File: src/rtl/div_pkg.sv
package div_pkg;
  typedef enum logic [1:0] {
    ST_IDLE  = 2'd0,
    ST_ALIGN = 2'd1,
    ST_STEP  = 2'd2,
    ST_FIX   = 2'd3
  } div_state_e;
endpackage

File: src/rtl/div_operand_prep.sv
module div_operand_prep #(
  parameter int W = 32
) (
  input  logic [W-1:0] dividend_i,
  input  logic [W-1:0] divisor_i,
  input  logic         signed_i,
  output logic [W-1:0] dvd_mag_o,
  output logic [W-1:0] dvs_mag_o,
  output logic         neg_quo_o,
  output logic         neg_rem_o,
  output logic         dvs_zero_o
);
  logic dvd_neg;
  logic dvs_neg;

  always_comb begin
    dvd_neg    = signed_i & dividend_i[W-1];
    dvs_neg    = signed_i & divisor_i[W-1];
    dvd_mag_o  = dvd_neg ? (~dividend_i + 1'b1) : dividend_i;
    dvs_mag_o  = dvs_neg ? (~divisor_i + 1'b1) : divisor_i;
    neg_quo_o  = dvd_neg ^ dvs_neg;
    neg_rem_o  = dvd_neg;
    dvs_zero_o = (divisor_i == '0);
  end
endmodule

File: src/rtl/div_trial_sub.sv
module div_trial_sub #(
  parameter int WA = 33
) (
  input  logic [WA-1:0] minuend_i,
  input  logic [WA-1:0] subtrahend_i,
  output logic [WA-1:0] diff_o,
  output logic          borrow_o
);
  logic [WA:0] full;

  always_comb begin
    full     = {1'b0, minuend_i} - {1'b0, subtrahend_i};
    diff_o   = full[WA-1:0];
    borrow_o = full[WA];
  end
endmodule

File: src/rtl/div_iter_core.sv
module div_iter_core
  import div_pkg::*;
#(
  parameter int W = 32
) (
  input  logic         clk,
  input  logic         rst,
  input  logic         load_i,
  input  logic [W-1:0] dvd_mag_i,
  input  logic [W-1:0] dvs_mag_i,
  output logic         fin_o,
  output logic [W-1:0] quo_mag_o,
  output logic [W-1:0] rem_mag_o
);
  localparam int RW = 2 * W + 1;
  localparam int CW = $clog2(W + 1);
  localparam logic [CW-1:0] LAST_STEP = CW'(W - 1);

  div_state_e     state;
  logic [RW-1:0]  acc;
  logic [W-1:0]   dvs_q;
  logic [CW-1:0]  cnt;
  logic           fin_q;

  logic [W:0]     hi;
  logic [W:0]     trial_diff;
  logic           trial_borrow;
  logic [W:0]     kept_hi;

  assign hi = acc[RW-1:W];

  div_trial_sub #(.WA(W + 1)) u_sub (
    .minuend_i    (hi),
    .subtrahend_i ({1'b0, dvs_q}),
    .diff_o       (trial_diff),
    .borrow_o     (trial_borrow)
  );

  // A failed trial restores the upper half by keeping its prior value
  assign kept_hi = trial_borrow ? hi : trial_diff;

  always_ff @(posedge clk) begin
    if (rst) begin
      state <= ST_IDLE;
      acc   <= '0;
      dvs_q <= '0;
      cnt   <= '0;
      fin_q <= 1'b0;
    end else begin
      fin_q <= 1'b0;
      case (state)
        ST_IDLE: begin
          if (load_i) begin
            acc   <= {{(W + 1){1'b0}}, dvd_mag_i};
            dvs_q <= dvs_mag_i;
            cnt   <= '0;
            state <= ST_ALIGN;
          end
        end
        ST_ALIGN: begin
          acc   <= {acc[RW-2:0], 1'b0};
          state <= ST_STEP;
        end
        ST_STEP: begin
          acc <= {kept_hi[W-1:0], acc[W-1:0], ~trial_borrow};
          cnt <= cnt + 1'b1;
          if (cnt == LAST_STEP) state <= ST_FIX;
        end
        ST_FIX: begin
          acc[RW-1:W] <= {1'b0, acc[RW-1:W+1]};
          fin_q       <= 1'b1;
          state       <= ST_IDLE;
        end
        default: state <= ST_IDLE;
      endcase
    end
  end

  assign fin_o     = fin_q;
  assign quo_mag_o = acc[W-1:0];
  assign rem_mag_o = acc[2*W-1:W];

  assert_step_bound_R5: assert property (@(posedge clk) disable iff (rst)
    (state == ST_STEP) |-> (cnt < CW'(W)));

  assert_partial_rem_R3: assert property (@(posedge clk) disable iff (rst)
    (state == ST_STEP) |-> (hi[W:1] < dvs_q));

  assert_final_rem_R3: assert property (@(posedge clk) disable iff (rst)
    fin_q |-> (rem_mag_o < dvs_q));

  assert_load_when_idle_R6: assert property (@(posedge clk) disable iff (rst)
    load_i |-> (state == ST_IDLE));
endmodule

File: src/rtl/div_sign_fix.sv
module div_sign_fix #(
  parameter int W = 32
) (
  input  logic [W-1:0] quo_mag_i,
  input  logic [W-1:0] rem_mag_i,
  input  logic         neg_quo_i,
  input  logic         neg_rem_i,
  output logic [W-1:0] quo_o,
  output logic [W-1:0] rem_o
);
  always_comb begin
    quo_o = neg_quo_i ? (~quo_mag_i + 1'b1) : quo_mag_i;
    rem_o = neg_rem_i ? (~rem_mag_i + 1'b1) : rem_mag_i;
  end
endmodule

File: src/rtl/seq_divider.sv
module seq_divider #(
  parameter int W = 32
) (
  input  logic         clk,
  input  logic         rst,
  input  logic         start_i,
  input  logic         signed_i,
  input  logic [W-1:0] dividend_i,
  input  logic [W-1:0] divisor_i,
  output logic         busy_o,
  output logic         done_o,
  output logic [W-1:0] quotient_o,
  output logic [W-1:0] remainder_o,
  output logic         div_by_zero_o
);
  logic [W-1:0] dvd_mag;
  logic [W-1:0] dvs_mag;
  logic         neg_quo;
  logic         neg_rem;
  logic         dvs_zero;
  logic         accept;
  logic         core_load;
  logic         core_fin;
  logic [W-1:0] core_quo;
  logic [W-1:0] core_rem;
  logic [W-1:0] fixed_quo;
  logic [W-1:0] fixed_rem;

  logic         busy_q;
  logic         done_q;
  logic         dbz_q;
  logic [W-1:0] quo_q;
  logic [W-1:0] rem_q;
  logic         neg_quo_q;
  logic         neg_rem_q;

  assign accept    = start_i & ~busy_q;
  assign core_load = accept & ~dvs_zero;

  div_operand_prep #(.W(W)) u_prep (
    .dividend_i (dividend_i),
    .divisor_i  (divisor_i),
    .signed_i   (signed_i),
    .dvd_mag_o  (dvd_mag),
    .dvs_mag_o  (dvs_mag),
    .neg_quo_o  (neg_quo),
    .neg_rem_o  (neg_rem),
    .dvs_zero_o (dvs_zero)
  );

  div_iter_core #(.W(W)) u_core (
    .clk       (clk),
    .rst       (rst),
    .load_i    (core_load),
    .dvd_mag_i (dvd_mag),
    .dvs_mag_i (dvs_mag),
    .fin_o     (core_fin),
    .quo_mag_o (core_quo),
    .rem_mag_o (core_rem)
  );

  div_sign_fix #(.W(W)) u_fix (
    .quo_mag_i (core_quo),
    .rem_mag_i (core_rem),
    .neg_quo_i (neg_quo_q),
    .neg_rem_i (neg_rem_q),
    .quo_o     (fixed_quo),
    .rem_o     (fixed_rem)
  );

  always_ff @(posedge clk) begin
    if (rst) begin
      busy_q    <= 1'b0;
      done_q    <= 1'b0;
      dbz_q     <= 1'b0;
      quo_q     <= '0;
      rem_q     <= '0;
      neg_quo_q <= 1'b0;
      neg_rem_q <= 1'b0;
    end else begin
      done_q <= 1'b0;
      if (accept) begin
        if (dvs_zero) begin
          quo_q  <= '1;
          rem_q  <= dividend_i;
          dbz_q  <= 1'b1;
          done_q <= 1'b1;
        end else begin
          busy_q    <= 1'b1;
          neg_quo_q <= neg_quo;
          neg_rem_q <= neg_rem;
        end
      end
      if (core_fin) begin
        busy_q <= 1'b0;
        done_q <= 1'b1;
        dbz_q  <= 1'b0;
        quo_q  <= fixed_quo;
        rem_q  <= fixed_rem;
      end
    end
  end

  assign busy_o        = busy_q;
  assign done_o        = done_q;
  assign quotient_o    = quo_q;
  assign remainder_o   = rem_q;
  assign div_by_zero_o = dbz_q;

  assert_done_pulse_R5: assert property (@(posedge clk) disable iff (rst)
    done_o |=> !done_o);

  assert_busy_done_excl_R5: assert property (@(posedge clk) disable iff (rst)
    !(busy_o && done_o));

  assert_start_busy_R5: assert property (@(posedge clk) disable iff (rst)
    (start_i && !busy_o && (divisor_i != '0)) |=> busy_o);

  assert_zero_result_R4: assert property (@(posedge clk) disable iff (rst)
    (done_o && div_by_zero_o) |-> (quotient_o == '1));

  assert_zero_no_busy_R4: assert property (@(posedge clk) disable iff (rst)
    (start_i && !busy_o && (divisor_i == '0)) |=> (!busy_o && done_o));

  assert_hold_R7: assert property (@(posedge clk) disable iff (rst)
    (busy_o && !core_fin) |=> ($stable(quotient_o) && $stable(remainder_o)));
endmodule

File: config.mk
export PLATFORM = sky130hd
export DESIGN_NAME = seq_divider
export DESIGN_NICKNAME = d
export VERILOG_FILES = /design/src/rtl/div_pkg.sv /design/src/rtl/div_operand_prep.sv /design/src/rtl/div_trial_sub.sv /design/src/rtl/div_iter_core.sv /design/src/rtl/div_sign_fix.sv /design/src/rtl/seq_divider.sv
export SDC_FILE = /design/constraint.sdc
export NUM_CORES = 1
export LEC_CHECK = 0
export CAP_MARGIN = 5
export CORE_AREA = 4 4 167 169
export CTS_CLUSTER_SIZE = 8
export DETAILED_ROUTE_END_ITERATION = 12
export DIE_AREA = 0 0 171 173
export PLACE_DENSITY = 0.75
export REMOVE_ABC_BUFFERS = 1
export SYNTH_ARGS = -nofsm -noshare
export SYNTH_HDL_FRONTEND = slang
export SYNTH_SLANG_ARGS = --single-unit
export TNS_END_PERCENT = 10
File: constraint.sdc
create_clock -name clk -period 9.2 [get_ports clk]
set_input_delay 1.84 -clock clk [delete_from_list [all_inputs] [get_ports clk]]
set_output_delay 1.84 -clock clk [all_outputs]
set_load 0.005 [all_outputs]
==> impl_metrics.ini <==
[run_status]
outcome = completed

[placement]
place.gp.congestion = 0.851
placedCellCount = 1825
post-place-ws_ns = 3.39
placed_area_sq_um = 13000
dp_hpwl_mm = 23.1
port_buffers = 134

[global_route]
first_global_vias = 10100
overflow = 0
grt_usage = 0.208
antenna_found_initial = 0
grt_max_degree = 106
grt_pass1_wl_mm = 51.5

[clock_tree]
path_clk_slew_ns = 0.07
htreeDepth = 4
worstSkewPairLatency_ns = 0.44
numCtsBuffers = 17
post_cts_resized = 0
clock_sinks = 175
cts_buffer_depth = 2
cts_tree = built
ctsHoldBuffers = 0
clock-root-buffer = clkbuf_16
cts_setup_buffers = 0

[worst_setup_path]
crit_path_end_kind = flop
rrSetupSlack_ns = 5.27
rr_worst_depth = 11
r2r_end = u_core.acc[40]$_SDFFE_PP0P_
path_class = in -> reg
worstPathArrival_ns = 5.75
crit_required_ns = 9.57
path_cells = clkdlybuf4s50_1, nor4_1, nand4_1, nand4b_1, and3b_1, nand2b_1, buf_4, nor2_1, a221oi_1, o21ai_0
slowest_delay_ns = 0.75
timing.rr.start = u_core.acc[42]$_SDFFE_PP0P_
cp_max_fo = 27
critPathLaunchType = primary input
crit_slowest_cell = nor2_1

[min_path]
hp-class = reg -> reg
min_from = u_core.dvs_q[25]$_SDFFE_PP0P_
min_to = u_core.dvs_q[25]$_SDFFE_PP0P_
holdPathStages = 2

[timing]
hold_violations = 0
worst_pin_slew_ns = 1.24
fin_skew_ns = 0.0138
fin_setup_tns_ns = 0
drv_slew = 0
max_freq_ghz = 0.186
holdWs_ns = 0.467
post-route-period-util = 0.585
rsz0062_at_grt = false
period_minus_slack_ns = 5.38
setup_violations = 0
relSlewSlack = 0.175
fin_ws_ns = 3.82

[cells_and_area]
antennaDiodeCount = 0
drive_gt1_frac = 0.0455
finalNonFillerCells = 1858
multi_input_area_sq_um = 7490
utilization = 0.513
nFillCells = 2508
finalInstanceArea_sq_um = 13600
syn_to_final_growth_pct = 16.1
nets = 1615
seq_area_sq_um = 3510

[floorplan]
fp-row-count = 60
die_area_sq_um = 29600
die-width_microns = 171
io_pins = 135
core_area_sq_um = 26600
die_h_microns = 173
start_util = 0.441

[synthesis]
synth_area_leaders = dfxtp_1, a211oi_1, xor2_1, ha_1, nor2_1
synthMuxAreaShare = 0.00864
synth_edf_count = 0
synth-simple-area-share = 0.180
synthArstFlopShare = 0
synth_cell_type_count = 77
yosysTopAreaCell = dfxtp_1
synth_ff_type = dfxtp_1
avgSynthCellArea_sq_um = 8.10
synth_warnings = 0
synth_area_sq_um = 11700
synthAdderAreaFrac = 0.0465
synth_top_family_by_area = compound AO/OA/AOI/OAI gates
ys_seq_area_frac = 0.299
synth_cells = 1449
synth_xor_area_frac = 0.112
yosysTopAreaCellShare = 0.299
ys_ff_latch = 175
synth_compound_area_frac = 0.290

[power]
leakage_nw = 4.86
power_density_nw_per_um2 = 240
p_total_mw = 3.26
vdd_ir_drop_max_uv = 177

[route]
via_per_inst = 5.90
vias = 11000
antenna_left = 0
drt-initial-drc-count = 860
drc = 0
routed_wl_mm = 31.7
wl_per_cell_microns = 17.1
firstDrtPassIters = 6

[run]
max_cap_viol_count = 0
routing by layer:
layer / track usage / up-vias / share of wire
met5: 0 / - / 0
met4: 0.0654 / 0 / 0.022
met3: 0.0251 / 53 / 0.058
met2: 0.338 / 363 / 0.46
met1: 0.287 / 5074 / 0.46
li1: - / 5467 / -
cells in the mapped netlist (3+ instances only):
library cell,number
a311oi_1,3
o21bai_1,5
a222oi_1,22
or2_2,5
nand4b_1,4
a2111oi_0,3
a31oi_1,10
clkbuf_1,68
o41ai_1,12
ha_1,42
nor4_2,4
nand4_1,7
nor4_1,12
and3_1,4
a211oi_1,153
a21o_1,19
nand2b_1,9
nor2b_1,45
mux2i_1,9
xnor2_1,59
nand3_1,16
buf_6,4
a32oi_1,3
a22oi_1,29
nand2_1,94
xor2_1,91
buf_2,14
or3_1,10
o31ai_1,29
and2_1,4
or4_1,14
nor2_1,139
o21ai_0,82
nand3b_1,4
a221oi_1,3
dfxtp_1,175
o21a_1,6
o211ai_1,12
buf_1,8
o21ai_1,3
clkbuf_2,3
inv_1,55
a21oi_1,77
nor3_1,33
nor3b_1,4
report_power, final:
group          internal, mW  leakage, nW  total, mW  switching [mW]
clock                 0.361        0.270      0.708           0.347
sequential            0.903         1.43       1.07           0.170
combinational         0.595         3.16       1.48           0.888
cells in the final DEF (no fill, tap or decap), types with 14 or more instances in the layout:
cell / instances
or4_1: 14
nor2b_1: 45
xnor2_1: 59
inv_1: 55
o31ai_1: 29
a21oi_1: 77
dfxtp_1: 174
xor2_1: 91
nand2_1: 93
a22oi_1: 29
nand3_1: 16
clkdlybuf4s50_1: 133
a211oi_1: 153
o21ai_0: 82
nor2_1: 137
nor3_1: 33
ha_1: 42
a222oi_1: 22
clkbuf_16: 17
a21o_1: 19
final cells by class:
| cell class | instances | share of cell area |
|---|---|---|
| clock inverter | 14 | 0.0102 |
| sequential | 175 | 0.257 |
| timing repair buffer | 142 | 0.104 |
| multi-input combinational | 1113 | 0.550 |
| clock buffer | 18 | 0.0315 |
| inverter | 55 | 0.0152 |
| tap | 341 | 0.0313 |
critical path: cells and delay by family:
kind                   cells  cell delay, ns
AOI/OAI and AO/OA          2            0.34
and+or+nand+nor            6            2.89
buffers and inverters      2            0.68
sequential cells by signal (all words and copies together) (netlist names):
register / count
u_core.fin_o: 1
done_o: 1
neg_quo_q: 1
busy_o: 1
u_core.cnt: 6
remainder_o: 32
quotient_o: 32
u_core.acc: 65
div_by_zero_o: 1
neg_rem_q: 1
u_core.dvs_q: 32
u_core.state: 2
how the worst max path moves through the flow:
stage	start	to	slack (ns)	cells after the start
finish	divisor_i[12]	u_core.acc[62]$_SDFFE_PP0P_	3.82	10
global route	divisor_i[12]	u_core.acc[63]$_SDFFE_PP0P_	3.55	10
CTS	divisor_i[12]	u_core.acc[63]$_SDFFE_PP0P_	3.84	10
detailed placement	divisor_i[12]	u_core.acc[63]$_SDFFE_PP0P_	3.39	10
global placement	divisor_i[12]	u_core.acc[62]$_SDFFE_PP0P_	3.44	10
floorplan	divisor_i[22]	quotient_o[14]$_SDFFE_PP0P_	3.05	7
cells by family after synthesis:
logic type / after synthesis
DFF: 175
AOI/OAI and AO/OA: 489
adders and majority gates: 43
and+or+nand+nor: 421
xor gates and xnor gates: 150
muxes: 10
buffers and inverters: 161
No activity file was read; power rests on OpenSTA's default activity.
